## config.mk

```make
export PLATFORM = sky130hd
export DESIGN_NAME = tw_cfg_port
export DESIGN_NICKNAME = d
export VERILOG_FILES = /design/src/rtl/tw_pkg.sv /design/src/rtl/tw_sync.sv /design/src/rtl/tw_shift.sv /design/src/rtl/tw_regfile.sv /design/src/rtl/tw_readback.sv /design/src/rtl/tw_cfg_port.sv
export SDC_FILE = /design/constraint.sdc
export NUM_CORES = 1
export LEC_CHECK = 0
export BUFFER_PORTS_ARGS = -buffer_cell sky130_fd_sc_hd__buf_2
export CAP_MARGIN = 20
export CORE_AREA = 3 3 225 227
export CTS_BUF_LIST = sky130_fd_sc_hd__clkbuf_16
export CTS_CLUSTER_DIAMETER = 100
export DETAILED_ROUTE_END_ITERATION = 12
export DIE_AREA = 0 0 228 230
export PLACE_DENSITY = 0.79
export SLEW_MARGIN = 20
export SYNTH_ARGS = -nofsm -noshare
export SYNTH_HDL_FRONTEND = slang
export SYNTH_SLANG_ARGS = --single-unit
```

## constraint.sdc

```tcl
create_clock -name clk_i -period 4.7 [get_ports clk_i]
set_input_delay 0.47 -clock clk_i [delete_from_list [all_inputs] [get_ports clk_i]]
set_output_delay 0.47 -clock clk_i [all_outputs]
set_load 0.005 [all_outputs]
```

## src/rtl/tw_pkg.sv

```systemverilog
package tw_pkg;
  localparam int RB_W     = 16;
  localparam int LEVEL_W  = 7;
  localparam int GAIN_W   = 2;
  localparam int CAL_W    = 8;
  localparam int MODE_W   = 3;

  typedef enum logic [MODE_W-1:0] {
    RB_LEVEL  = 3'd0,
    RB_OFFSET = 3'd1,
    RB_MEAS   = 3'd2,
    RB_REV    = 3'd3,
    RB_CAL    = 3'd4
  } rb_mode_e;

  typedef enum logic [1:0] {
    RB_IDLE   = 2'd0,
    RB_ACTIVE = 2'd1,
    RB_DONE   = 2'd2
  } rb_state_e;
endpackage

```

## src/rtl/tw_sync.sv

```systemverilog
module tw_sync #(
  parameter int W      = 4,
  parameter int STAGES = 2
) (
  input  logic         clk_i,
  input  logic         rst_ni,
  input  logic [W-1:0] d_i,
  output logic [W-1:0] lvl_o,
  output logic [W-1:0] rise_o,
  output logic [W-1:0] fall_o
);
  logic [W-1:0] stg_q [STAGES];
  logic [W-1:0] prev_q;

  always_ff @(posedge clk_i or negedge rst_ni) begin
    if (!rst_ni) begin
      for (int i = 0; i < STAGES; i++) stg_q[i] <= '0;
      prev_q <= '0;
    end else begin
      stg_q[0] <= d_i;
      for (int i = 1; i < STAGES; i++) stg_q[i] <= stg_q[i-1];
      prev_q <= stg_q[STAGES-1];
    end
  end

  assign lvl_o  = stg_q[STAGES-1];
  assign rise_o = stg_q[STAGES-1] & ~prev_q;
  assign fall_o = ~stg_q[STAGES-1] & prev_q;
endmodule

```

## src/rtl/tw_shift.sv

```systemverilog
module tw_shift #(
  parameter int W = 32
) (
  input  logic         clk_i,
  input  logic         rst_ni,
  input  logic         en_i,
  input  logic         din_i,
  output logic [W-1:0] word_o
);
  logic [W-1:0] sr_q;

  always_ff @(posedge clk_i or negedge rst_ni) begin
    if (!rst_ni)   sr_q <= '0;
    else if (en_i) sr_q <= {sr_q[W-2:0], din_i};
  end

  assign word_o = sr_q;
endmodule

```

## src/rtl/tw_regfile.sv

```systemverilog
module tw_regfile #(
  parameter int NUM_REGS = 16,
  parameter int REG_W    = 32,
  localparam int ADDR_W  = $clog2(NUM_REGS)
) (
  input  logic                      clk_i,
  input  logic                      rst_ni,
  input  logic                      wr_i,
  input  logic [ADDR_W-1:0]         addr_i,
  input  logic [REG_W-1:0]          data_i,
  output logic [NUM_REGS*REG_W-1:0] regs_o
);
  for (genvar g = 0; g < NUM_REGS; g++) begin : g_reg
    logic [REG_W-1:0] r_q;
    always_ff @(posedge clk_i or negedge rst_ni) begin
      if (!rst_ni)                               r_q <= '0;
      else if (wr_i && addr_i == ADDR_W'(g))     r_q <= data_i;
    end
    assign regs_o[g*REG_W +: REG_W] = r_q;
  end
endmodule

```

## src/rtl/tw_readback.sv

```systemverilog
module tw_readback
  import tw_pkg::*;
#(
  localparam int CNT_W = $clog2(RB_W + 3)
) (
  input  logic                clk_i,
  input  logic                rst_ni,
  input  logic                start_i,
  input  logic [MODE_W-1:0]   mode_i,
  input  logic                step_i,
  input  logic                abort_i,
  input  logic [GAIN_W-1:0]   lna_gain_i,
  input  logic [GAIN_W-1:0]   filt_gain_i,
  input  logic [LEVEL_W-1:0]  level_i,
  input  logic [RB_W-1:0]     freq_ofs_i,
  input  logic [LEVEL_W-1:0]  meas_i,
  input  logic [RB_W-1:0]     rev_i,
  input  logic [CAL_W-1:0]    cal_i,
  output logic                sread_o,
  output logic                sread_en_o
);
  rb_state_e        state_q;
  logic [CNT_W-1:0] cnt_q;
  logic [RB_W-1:0]  word_q;
  logic [RB_W-1:0]  word_sel;
  logic             out_q, en_q;

  always_comb begin
    word_sel = '0;
    case (mode_i)
      RB_LEVEL:  word_sel = RB_W'({lna_gain_i, filt_gain_i, level_i});
      RB_OFFSET: word_sel = freq_ofs_i;
      RB_MEAS:   word_sel = RB_W'(meas_i);
      RB_REV:    word_sel = rev_i;
      RB_CAL:    word_sel = RB_W'(cal_i);
      default:   word_sel = '0;
    endcase
  end

  always_ff @(posedge clk_i or negedge rst_ni) begin
    if (!rst_ni) begin
      state_q <= RB_IDLE;
      cnt_q   <= '0;
      word_q  <= '0;
      out_q   <= 1'b0;
      en_q    <= 1'b0;
    end else if (abort_i) begin
      state_q <= RB_IDLE;
      out_q   <= 1'b0;
      en_q    <= 1'b0;
    end else if (start_i) begin
      state_q <= RB_ACTIVE;
      cnt_q   <= '0;
      word_q  <= word_sel;
      out_q   <= 1'b0;
      en_q    <= 1'b0;
    end else if (state_q == RB_ACTIVE && step_i) begin
      cnt_q <= cnt_q + 1'b1;
      if (cnt_q == '0) begin
        en_q  <= 1'b1;            // dummy bit
        out_q <= 1'b0;
      end else if (cnt_q <= CNT_W'(RB_W)) begin
        out_q  <= word_q[RB_W-1];
        word_q <= {word_q[RB_W-2:0], 1'b0};
      end else begin
        en_q    <= 1'b0;          // release clock
        out_q   <= 1'b0;
        state_q <= RB_DONE;
      end
    end
  end

  assign sread_o    = out_q;
  assign sread_en_o = en_q;
endmodule

```

## src/rtl/tw_cfg_port.sv

```systemverilog
module tw_cfg_port
  import tw_pkg::*;
#(
  parameter int NUM_REGS    = 16,
  parameter int REG_W       = 32,
  parameter int RB_REG      = 7,
  parameter int RB_EN_BIT   = 8,
  parameter int MODE_LSB    = 4,
  parameter int SYNC_STAGES = 2,
  localparam int ADDR_W     = $clog2(NUM_REGS)
) (
  input  logic                      clk_i,
  input  logic                      rst_ni,
  input  logic                      ce_i,
  input  logic                      sclk_i,
  input  logic                      sdata_i,
  input  logic                      sle_i,
  input  logic [GAIN_W-1:0]         lna_gain_i,
  input  logic [GAIN_W-1:0]         filt_gain_i,
  input  logic [LEVEL_W-1:0]        level_i,
  input  logic [RB_W-1:0]           freq_ofs_i,
  input  logic [LEVEL_W-1:0]        meas_i,
  input  logic [RB_W-1:0]           rev_i,
  input  logic [CAL_W-1:0]          cal_i,
  output logic [NUM_REGS*REG_W-1:0] regs_o,
  output logic                      sread_o,
  output logic                      sread_en_o
);
  localparam int I_SCLK = 0;
  localparam int I_SDAT = 1;
  localparam int I_SLE  = 2;
  localparam int I_CE   = 3;

  logic [3:0] s_lvl, s_rise, s_fall;
  logic [REG_W-1:0] frame;
  logic sclk_rise, sle_lvl, ce_lvl, latch_ev, shift_en, rb_start, rb_abort;

  tw_sync #(.W(4), .STAGES(SYNC_STAGES)) i_sync (
    .clk_i, .rst_ni,
    .d_i   ({ce_i, sle_i, sdata_i, sclk_i}),
    .lvl_o (s_lvl),
    .rise_o(s_rise),
    .fall_o(s_fall)
  );

  assign sclk_rise = s_rise[I_SCLK];
  assign sle_lvl   = s_lvl[I_SLE];
  assign ce_lvl    = s_lvl[I_CE];
  assign shift_en  = sclk_rise & ce_lvl & ~sle_lvl;
  assign latch_ev  = s_rise[I_SLE] & ce_lvl;
  assign rb_start  = latch_ev && frame[ADDR_W-1:0] == ADDR_W'(RB_REG) && frame[RB_EN_BIT];
  assign rb_abort  = s_fall[I_SLE] | ~ce_lvl;

  tw_shift #(.W(REG_W)) i_shift (
    .clk_i, .rst_ni,
    .en_i  (shift_en),
    .din_i (s_lvl[I_SDAT]),
    .word_o(frame)
  );

  tw_regfile #(.NUM_REGS(NUM_REGS), .REG_W(REG_W)) i_regs (
    .clk_i, .rst_ni,
    .wr_i  (latch_ev),
    .addr_i(frame[ADDR_W-1:0]),
    .data_i(frame),
    .regs_o(regs_o)
  );

  tw_readback i_rb (
    .clk_i, .rst_ni,
    .start_i    (rb_start),
    .mode_i     (frame[MODE_LSB +: MODE_W]),
    .step_i     (sclk_rise & ce_lvl & sle_lvl),
    .abort_i    (rb_abort),
    .lna_gain_i, .filt_gain_i, .level_i, .freq_ofs_i, .meas_i, .rev_i, .cal_i,
    .sread_o, .sread_en_o
  );
endmodule

```

==> impl_metrics.py, run 1 <==
metrics = {
    "die": {
        "start_util": 0.449,
        "die_y_um": 230,
        "io_pins": 578,
        "rows": 81,
        "dieArea_um2": 52400,
        "coreArea_um2": 48800,
        "chipWidth_um": 228,
    },
    "global_routing": {
        "grt_overflow": 0,
        "grt_pass1_wl_um": 94700,
        "grt.total_usage": 0.235,
        "antenna_found_initial": 0,
        "grt_max_degree": 125,
        "grt_pass1_vias": 15000,
    },
    "clock_tree": {
        "cts.clk_slew.worst_paths_ns": 0.06,
        "cts-root-buf": "clkbuf_16",
        "ctsLongestPathBuffers": 3,
        "cts.sinks": 579,
        "cts_resized": 0,
        "numCtsBuffers": 57,
        "htreeDepth": 2,
        "worstSkewPairLatency_ns": 0.59,
        "cts_tree": "built",
    },
    "routing": {
        "drc": 0,
        "drtIter0Drc": 628,
        "dr.pass1.iters": 5,
        "vias": 14000,
        "routed_wl_um": 62300,
        "detail_route.wl_per_cell_um": 23.3,
        "antenna_left": 0,
        "via_per_inst": 5.22,
    },
    "setup_path": {
        "cp.required_ns": 5.17,
        "cp-start-kind": "flop",
        "path_max_fanout": 32,
        "crit_arrival_ns": 3.15,
        "r2r_cells": 4,
        "rr_startpoint": "i_sync.lvl_o[2]",
        "cp-end-kind": "flop",
        "path_class": "reg -> reg",
        "startpoint": "i_sync.lvl_o[2]",
        "ff2ff_setup_slack_ns": 2.02,
    },
    "synthesis": {
        "yosysMostFrequentCell": "dfrtp_1",
        "yosys.area.top_type": "dfrtp_1",
        "yosysWarnings": 0,
        "yosys.area.top_type_share": 0.660,
        "yosysSeqAreaShare": 0.660,
        "syn_avg_cell_area_um2": 15.7,
        "synthCells": 1399,
        "synth.ff_latch_count": 579,
        "synth_edf_count": 0,
        "synth_commonest_cells": "579 x dfrtp_1, 481 x mux2_2, 43 x clkbuf_1, 34 x buf_2",
        "async_flop_share": 1.00,
        "synthTopCellsByArea": "dfrtp_1 66%, mux2_2 25%, mux2i_1 1.0%",
        "yosysUniqueCellTypes": 41,
        "synth_nets": 1467,
        "synth_ff_type": "dfrtp_1",
        "syn-cell-area_um2": 21900,
    },
    "timing": {
        "final_hold_viol_count": 0,
        "fmax_mhz": 374,
        "slew_violations": 0,
        "rsz0062_at_grt": "false",
        "postLayoutSetupSlackWorst_ns": 2.02,
        "setup_viol": 0,
        "slew_headroom": 0.281,
        "tightest_slew_ns": 1.08,
        "fin_skew_ns": 0.0148,
        "period_needed_ns": 2.68,
        "fin_crit_sh": 0.569,
        "setup_tns_ns": 0,
    },
    "status": {
        "status": "finished clean",
    },
    "finish": {
        "stdcell_count": 2675,
        "area_growth_syn_to_layout_pct": 25.6,
        "fillers": 3905,
        "drive_gt1_frac": 0.596,
        "n_antenna_cell": 0,
        "nets": 2034,
    },
    "power_and_ir_drop": {
        "powerDensity_nw_per_um2": 377,
        "power_mw": 10.4,
        "power.leakage_nw": 15.7,
        "irDropWorstVdd_uv": 259,
    },
    "worst_hold_path": {
        "hold_path.class": "in -> reg",
        "holdPathStages": 3,
        "min_from": "meas_i[0]",
    },
    "job": {
        "drv_cap": 0,
    },
    "place": {
        "io_buffers": 577,
        "dp_hpwl_um": 41800,
        "place_congestion": 0.840,
        "dp_cells": 2565,
        "post-place-ws_ns": 2.03,
    },
}
logic make-up (layout without fill, tap and decap cells):
kind of cell	Yosys count	count (layout)	share of synthesized area
compound gates	43	43	0.0139
fa+ha+maj	4	4	0.00228
xor+xnor	4	4	0.00160
mux	512	512	0.262
flops	579	579	0.660
simple gates	151	151	0.0401
buf+inv	106	718	0.0201
worst max-delay path, stage by stage (launching register included):
cell and delay [ns]:
dfrtp_1 0.51, nand3b_1 0.16, nor3_1 0.54, nand2_2 0.79, mux2_2 0.54
final timing paths:
check,end
max in group asynchronous,i_shift.word_o[14]
min in group asynchronous,i_regs.g_reg[9].r_q[31]
hold / removal,i_rb.word_q[0]
hold reg to reg,i_sync.lvl_o[1]
setup / recovery,i_regs.g_reg[6].r_q[21]
setup reg to reg,i_regs.g_reg[6].r_q[21]
cell type report:
class / instances / area, um^2 / share of cell area
inverter: 11 / 41.3 / 0.00150
multi-input combinational: 714 / 7090 / 0.257
clock inverter: 47 / 517 / 0.0187
sequential: 579 / 14500 / 0.526
timing repair buffer: 603 / 3170 / 0.115
clock buffer: 57 / 1430 / 0.0517
tap: 664 / 831 / 0.0301
per-stage QoR:
stage	cell area (um^2)	util	hold slack, ns
final	27600	0.564	0.220
after global routing	27600	0.564	0.223
after CTS	27500	0.564	0.173
after detailed placement	25500	0.523	0.336
after global placement	25500	0.523	0.337
after floorplan	21900	-	0.174
power by group:
group	switching, mW	internal, mW
clock network	1.93	2.81
logic	0.293	0.203
registers	0.0984	5.06
total	2.32	8.07
flip-flops by register name (all words and copies together), names as in the netlist:
register         cells
i_rb.sread_o         1
i_rb.state_q         2
i_shift.word_o      32
i_rb.cnt_q           5
i_rb.sread_en_o      1
i_sync.stg_q         4
i_sync.lvl_o         4
i_rb.word_q         16
i_regs.g.r_q       512
i_sync.prev_q        2
placed cells by master, fill, tap and decap left out, types with 3 or more instances in the layout:
cell / count
inv_6: 3
nand2_2: 6
nor2_4: 7
clkinv_4: 3
nor3_4: 3
a221o_1: 3
mux2_2: 481
dlygate4sd3_1: 5
buf_2: 576
inv_1: 21
buf_12: 5
nor2b_1: 24
a21oi_1: 8
nand2_1: 11
nor3b_1: 3
buf_4: 16
dfrtp_1: 578
nand3_1: 7
clkbuf_16: 57
and2_1: 12
or2_2: 13
clkinvlp_4: 3
o221ai_1: 3
mux2_1: 9
or3_1: 4
ha_1: 4
a2bb2oi_1: 3
mux2i_1: 22
nand3b_1: 3
a22oi_1: 6
nor2_1: 17
nor3_1: 8
clkinv_2: 8
o22a_1: 6
o21ai_0: 7
bufinv_16: 11
nand2b_1: 24
clkinv_1: 9
xnor2_1: 4
routing by layer:
layer  global-route usage  part of all wire
met1                0.297              0.40
met2                0.390              0.49
met3               0.0631             0.071
met4               0.0884             0.036
met5                    0                 0
what timing repair did:
| action | CTS | global route |
|---|---|---|
| hold endpoints to repair | 80 | 0 |
| hold buffers | 5 | 0 |
| setup buffers | 0 | 0 |
(Power assumes the default switching activity.)
==> run 2, diff against run 1 <==
- clock period: 4.7 -> 2.6 ns (I/O delays scaled with it)
==> run 2 against run 1 <==
Effect of this change:
- register-to-register slack got worse by 1.7 ns
- final area increased by 1.2%
- first-iteration DRC count increased by 22%
- global-route usage increased by 0.061 points
- utilization increased by 0.67 points
- flip-flop and latch count unchanged
==> impl_metrics.py, run 2 (synthesis results as in run 1) <==
metrics = {
    "die": {
        "coreArea_um2": 48800,
        "io_pins": 578,
        "dieArea_um2": 52400,
        "die_y_um": 230,
        "start_util": 0.449,
        "rows": 81,
        "chipWidth_um": 228,
    },
    "clock_tree": {
        "numCtsBuffers": 57,
        "cts_tree": "built",
        "ctsLongestPathBuffers": 3,
        "cts.sinks": 579,
        "cts-root-buf": "clkbuf_16",
        "cts_resized": 0,
        "worstSkewPairLatency_ns": 0.60,
        "htreeDepth": 2,
        "post_cts_buffers": 0,
        "cts.clk_slew.worst_paths_ns": 0.06,
    },
    "routing": {
        "detail_route.wl_per_cell_um": 22.9,
        "dr.pass1.iters": 4,
        "antenna_left": 0,
        "vias": 14200,
        "via_per_inst": 5.22,
        "drc": 0,
        "routed_wl_um": 62300,
        "drtIter0Drc": 767,
    },
    "global_routing": {
        "grt.total_usage": 0.236,
        "grt_pass1_wl_um": 95800,
        "antenna_found_initial": 2,
        "grt_overflow": 0,
        "grt_max_degree": 68,
        "grt_pass1_vias": 15500,
    },
    "setup_path": {
        "cp-end-kind": "flop",
        "crit_arrival_ns": 2.71,
        "cp.required_ns": 3.07,
        "path_max_fanout": 8,
        "cp-start-kind": "flop",
        "path_class": "reg -> reg",
    },
    "power_and_ir_drop": {
        "internal-power_mw": 14.2,
        "irDropWorstVdd_uv": 562,
        "powerDensity_nw_per_um2": 658,
        "combPwrFrac": 0.057,
        "p_clk_frac": 0.439,
        "power.leakage_nw": 15.8,
        "sequentialPowerShare": 0.504,
        "switching_share": 0.228,
        "p_sw_mw": 4.18,
        "power_mw": 18.4,
    },
    "finish": {
        "nets": 2076,
        "top_register": "i_regs.g.r_q",
        "layout_commonest_cell": "dfrtp_1",
        "largest_reg_flops": 512,
        "final_cell_mix": "578 x dfrtp_1, 576 x buf_2, 481 x mux2_2",
        "fillers": 3888,
        "final_util": 0.571,
        "stdcell_count": 2719,
        "design_area_um2": 27900,
        "area_growth_syn_to_layout_pct": 27.1,
        "drive_gt1_frac": 0.605,
    },
    "timing": {
        "period_needed_ns": 2.24,
        "slew_violations": 0,
        "rsz0062_at_grt": "false",
        "setup_viol": 0,
        "fmax_mhz": 446,
        "fin_crit_sh": 0.862,
        "slew_headroom": 0.362,
        "postLayoutSetupSlackWorst_ns": 0.360,
        "setup_tns_ns": 0,
        "final_hold_viol_count": 0,
        "tightest_slew_ns": 0.957,
        "fin_skew_ns": 0.0256,
        "whs_ns": 0.0865,
    },
    "place": {
        "dpl_cell_area_um2": 26000,
        "place_congestion": 0.809,
        "post-place-ws_ns": 0.362,
        "io_buffers": 577,
        "dp_hpwl_um": 43300,
        "dp_cells": 2607,
    },
    "job": {
        "drv_cap": 0,
    },
    "status": {
        "status": "finished clean",
    },
    "worst_hold_path": {
        "hold_path.class": "in -> reg",
    },
}
[run 2: per-layer routing]
metal,track usage,vias up,part of all wire
li1,-,6110,-
met1,0.293,7413,0.40
met2,0.394,523,0.49
met3,0.0645,137,0.070
met4,0.0894,0,0.035
met5,0,-,0
[run 2: worst paths after layout]
kind	startpoint	end	slack, ns	depth (start not counted)
max in group asynchronous	rst_ni	i_shift.word_o[31]	1.45	3
min in group asynchronous	rst_ni	i_regs.g_reg[10].r_q[4]	0.25	2
worst min-delay path	meas_i[5]	i_rb.word_q[5]	0.09	4
worst max-delay path	i_rb.cnt_q[0]	i_rb.word_q[12]	0.36	9
worst min register to register	i_sync.stg_q[7]	i_sync.lvl_o[3]	0.35	0
worst max register to register	i_rb.cnt_q[0]	i_rb.word_q[12]	0.36	9
[run 2: repair_timing]
action | 4_1_cts | 5_1_grt
endpoints found under the setup margin | 0 | 0
hold endpoints to repair | 57 | 0
hold buffers | 6 | 0
[run 2: area by class of cell]
class                      count  area [um^2]  area share
sequential                   579        14500       0.520
multi-input combinational    714         7090       0.254
timing repair buffer         645         3600       0.129
clock buffer                  57         1430      0.0511
tap                          664          831      0.0298
clock inverter                48          414      0.0148
inverter                      11         41.3     0.00148
antenna                        1         2.50   0.0000897
[run 2: worst max-delay path: stages (launching register included)]
cell and delay, ns:
dfrtp_1 0.41, inv_1 0.06, ha_1 0.19, nand2_1 0.08
inv_1 0.05, ha_1 0.23, nor4bb_1 0.38, nand2_1 0.14
nand2_2 0.21, mux2_2 0.37
[run 2: power by group through the flow]
| stage | logic [mW] | clock network (mW) | registers (mW) |
|---|---|---|---|
| floorplan | 0.461 | 0 | 9.40 |
| global placement | 1.02 | 0 | 9.41 |
| detailed placement | 1.04 | 0 | 9.42 |
| CTS | 1.06 | 8.27 | 9.26 |
| global route | 1.14 | 8.64 | 9.27 |
| finish | 1.04 | 8.06 | 9.26 |
==> run 3, diff against run 2 <==
- CTS_BUF_LIST: sky130_fd_sc_hd__clkbuf_16 -> sky130_fd_sc_hd__clkbuf_8 sky130_fd_sc_hd__clkbuf_16
- clock period: 2.6 -> 2.88 ns (I/O delays scaled with it)
==> run 3 against run 2 <==
Effect of this change:
- clock skew shrank 0.0032 ns
- maximum frequency shrank 10%
- flip-flop and latch count is the same
- non-clock buffer count shrank 8
==> impl_metrics.py, run 3 (synthesis results as in run 1) <==
metrics = {
    "status": {
        "status": "finished clean",
    },
    "routing": {
        "detail_route.wl_per_cell_um": 22.9,
        "drtIter0Drc": 618,
        "via_per_inst": 5.19,
        "vias": 14100,
        "antenna_left": 0,
        "drc": 0,
        "routed_wl_um": 62100,
        "dr.pass1.iters": 5,
    },
    "setup_path": {
        "path_class": "reg -> reg",
        "r2r_cells": 9,
        "cp-start-kind": "flop",
        "path_cells": "inv_1, ha_1, nand2_1, inv_1, ha_1, nor4bb_1, nand2_1, nand2_2, mux2_2",
        "rr_startpoint": "i_rb.cnt_q[0]",
        "ff2ff_setup_slack_ns": 0.39,
        "cp_slowest_cell": "dfrtp_1",
        "crit_arrival_ns": 2.96,
        "regToRegEndpoint": "i_rb.word_q[12]",
        "cp-end-kind": "flop",
        "path_max_fanout": 9,
        "slowest_delay_ns": 0.41,
        "cp.required_ns": 3.35,
    },
    "die": {
        "io_pins": 578,
        "dieArea_um2": 52400,
        "chipWidth_um": 228,
        "rows": 81,
        "die_y_um": 230,
        "start_util": 0.449,
        "coreArea_um2": 48800,
    },
    "worst_hold_path": {
        "min_from": "meas_i[0]",
        "hold_path.class": "in -> reg",
        "hold_end": "i_rb.word_q[0]",
        "holdPathStages": 3,
    },
    "finish": {
        "stdcell_count": 2709,
        "final_cell_mix": "578 x dfrtp_1, 576 x buf_2, 481 x mux2_2",
        "n_antenna_cell": 0,
        "layout_commonest_cell": "dfrtp_1",
        "top_register": "i_regs.g.r_q",
        "drive_gt1_frac": 0.604,
        "area_growth_syn_to_layout_pct": 26.8,
        "nets": 2067,
        "largest_reg_flops": 512,
    },
    "power_and_ir_drop": {
        "power.leakage_nw": 15.8,
        "irDropWorstVdd_uv": 497,
        "powerDensity_nw_per_um2": 598,
    },
    "clock_tree": {
        "ctsLongestPathBuffers": 3,
        "cts.clk_slew.worst_paths_ns": 0.06,
        "cts-root-buf": "clkbuf_16",
        "post_cts_buffers": 0,
        "htreeDepth": 2,
        "numCtsBuffers": 56,
        "cts.sinks": 579,
        "cts_tree": "built",
        "worstSkewPairLatency_ns": 0.60,
    },
    "place": {
        "post-place-ws_ns": 0.418,
        "io_buffers": 577,
        "place_congestion": 0.850,
        "dp_hpwl_um": 43200,
        "dp_cells": 2600,
    },
    "timing": {
        "fmax_mhz": 401,
        "setup_tns_ns": 0,
        "setup_viol": 0,
        "slew_violations": 0,
        "period_needed_ns": 2.49,
        "postLayoutSetupSlackWorst_ns": 0.388,
        "slew_headroom": 0.413,
        "rsz0062_at_grt": "false",
        "fin_crit_sh": 0.865,
        "tightest_slew_ns": 0.881,
        "fin_skew_ns": 0.0224,
        "final_hold_viol_count": 0,
    },
    "global_routing": {
        "grt_overflow": 0,
        "grt_pass1_vias": 15300,
        "antenna_found_initial": 1,
        "grt.total_usage": 0.233,
        "grt_max_degree": 75,
        "grt_pass1_wl_um": 94300,
    },
    "job": {
        "drv_cap": 0,
    },
}
-- run 3: changes by cell type in the layout (fill, tap and decap cells not counted), moves of 2 or more --
cell      before  now
inv_1         17   27
clkinv_2      13    8
buf_12        14   11
clkbuf_8       0   12
buf_4         48   44
clkinv_1      12    0
clkinv_4       3    1
-- run 3: worst max-delay path by stage --
stage                  start         endpoint
5_1_grt        i_rb.cnt_q[0]  i_rb.word_q[12]
6_report       i_rb.cnt_q[0]  i_rb.word_q[12]
3_5_place_dp   i_rb.cnt_q[0]  i_rb.word_q[12]
3_3_place_gp   i_rb.cnt_q[0]  i_rb.word_q[13]
2_1_floorplan  i_rb.cnt_q[0]  i_rb.word_q[11]
4_1_cts        i_rb.cnt_q[0]  i_rb.word_q[12]
-- run 3: worst max-delay path: cells and delay by family, from the launching register on --
kind | cells | cell delay, ns
and+or+nand+nor | 4 | 1.07
adders and majority gates | 2 | 0.42
buffers and inverters | 2 | 0.13
DFF | 1 | 0.41
muxes | 1 | 0.36
-- run 3: timing repair --
action / CTS / global route
setup endpoints to repair: 0 / 0
gates resized for setup: 0 / 0
endpoints found under the hold margin: 67 / 0
hold buffers: 5 / 0
-- run 3: stage by stage --
stage          hold WS [ns]  area [um^2]  total power [mW]   util
6_report             0.0502        27800              16.7  0.570
5_1_grt              0.0738        27800              17.2  0.570
4_1_cts             0.00813        27800              16.8  0.570
3_5_place_dp          0.339        25900              9.42  0.530
3_3_place_gp          0.338        25900              9.39  0.530
2_1_floorplan      -0.00759        21900              8.90      -
-- run 3: area by class of cell --
class	count	area [um^2]
clock buffers	68	1570
clock inverters	36	314
fillers	3912	21000
inverters	11	41.3
multi-input cells	714	7090
flip-flops and latches	579	14500
well taps	664	831
repair buffers	637	3500
-- run 3: per-layer routing --
| layer | wire (um) | GRT usage | vias up |
|---|---|---|---|
| met5 | 0 | 0 | - |
| met4 | 1980 | 0.0809 | 0 |
| met3 | 4040 | 0.0605 | 120 |
| met2 | 30900 | 0.395 | 475 |
| met1 | 25200 | 0.291 | 7380 |
| li1 | - | - | 6089 |
-- run 3: power breakdown --
group,leakage (nW),internal (mW),switching [mW]
Combinational,6.86,0.359,0.519
Sequential,8.00,8.26,0.129
Clock,0.980,4.29,3.09
Total,15.8,12.9,3.73
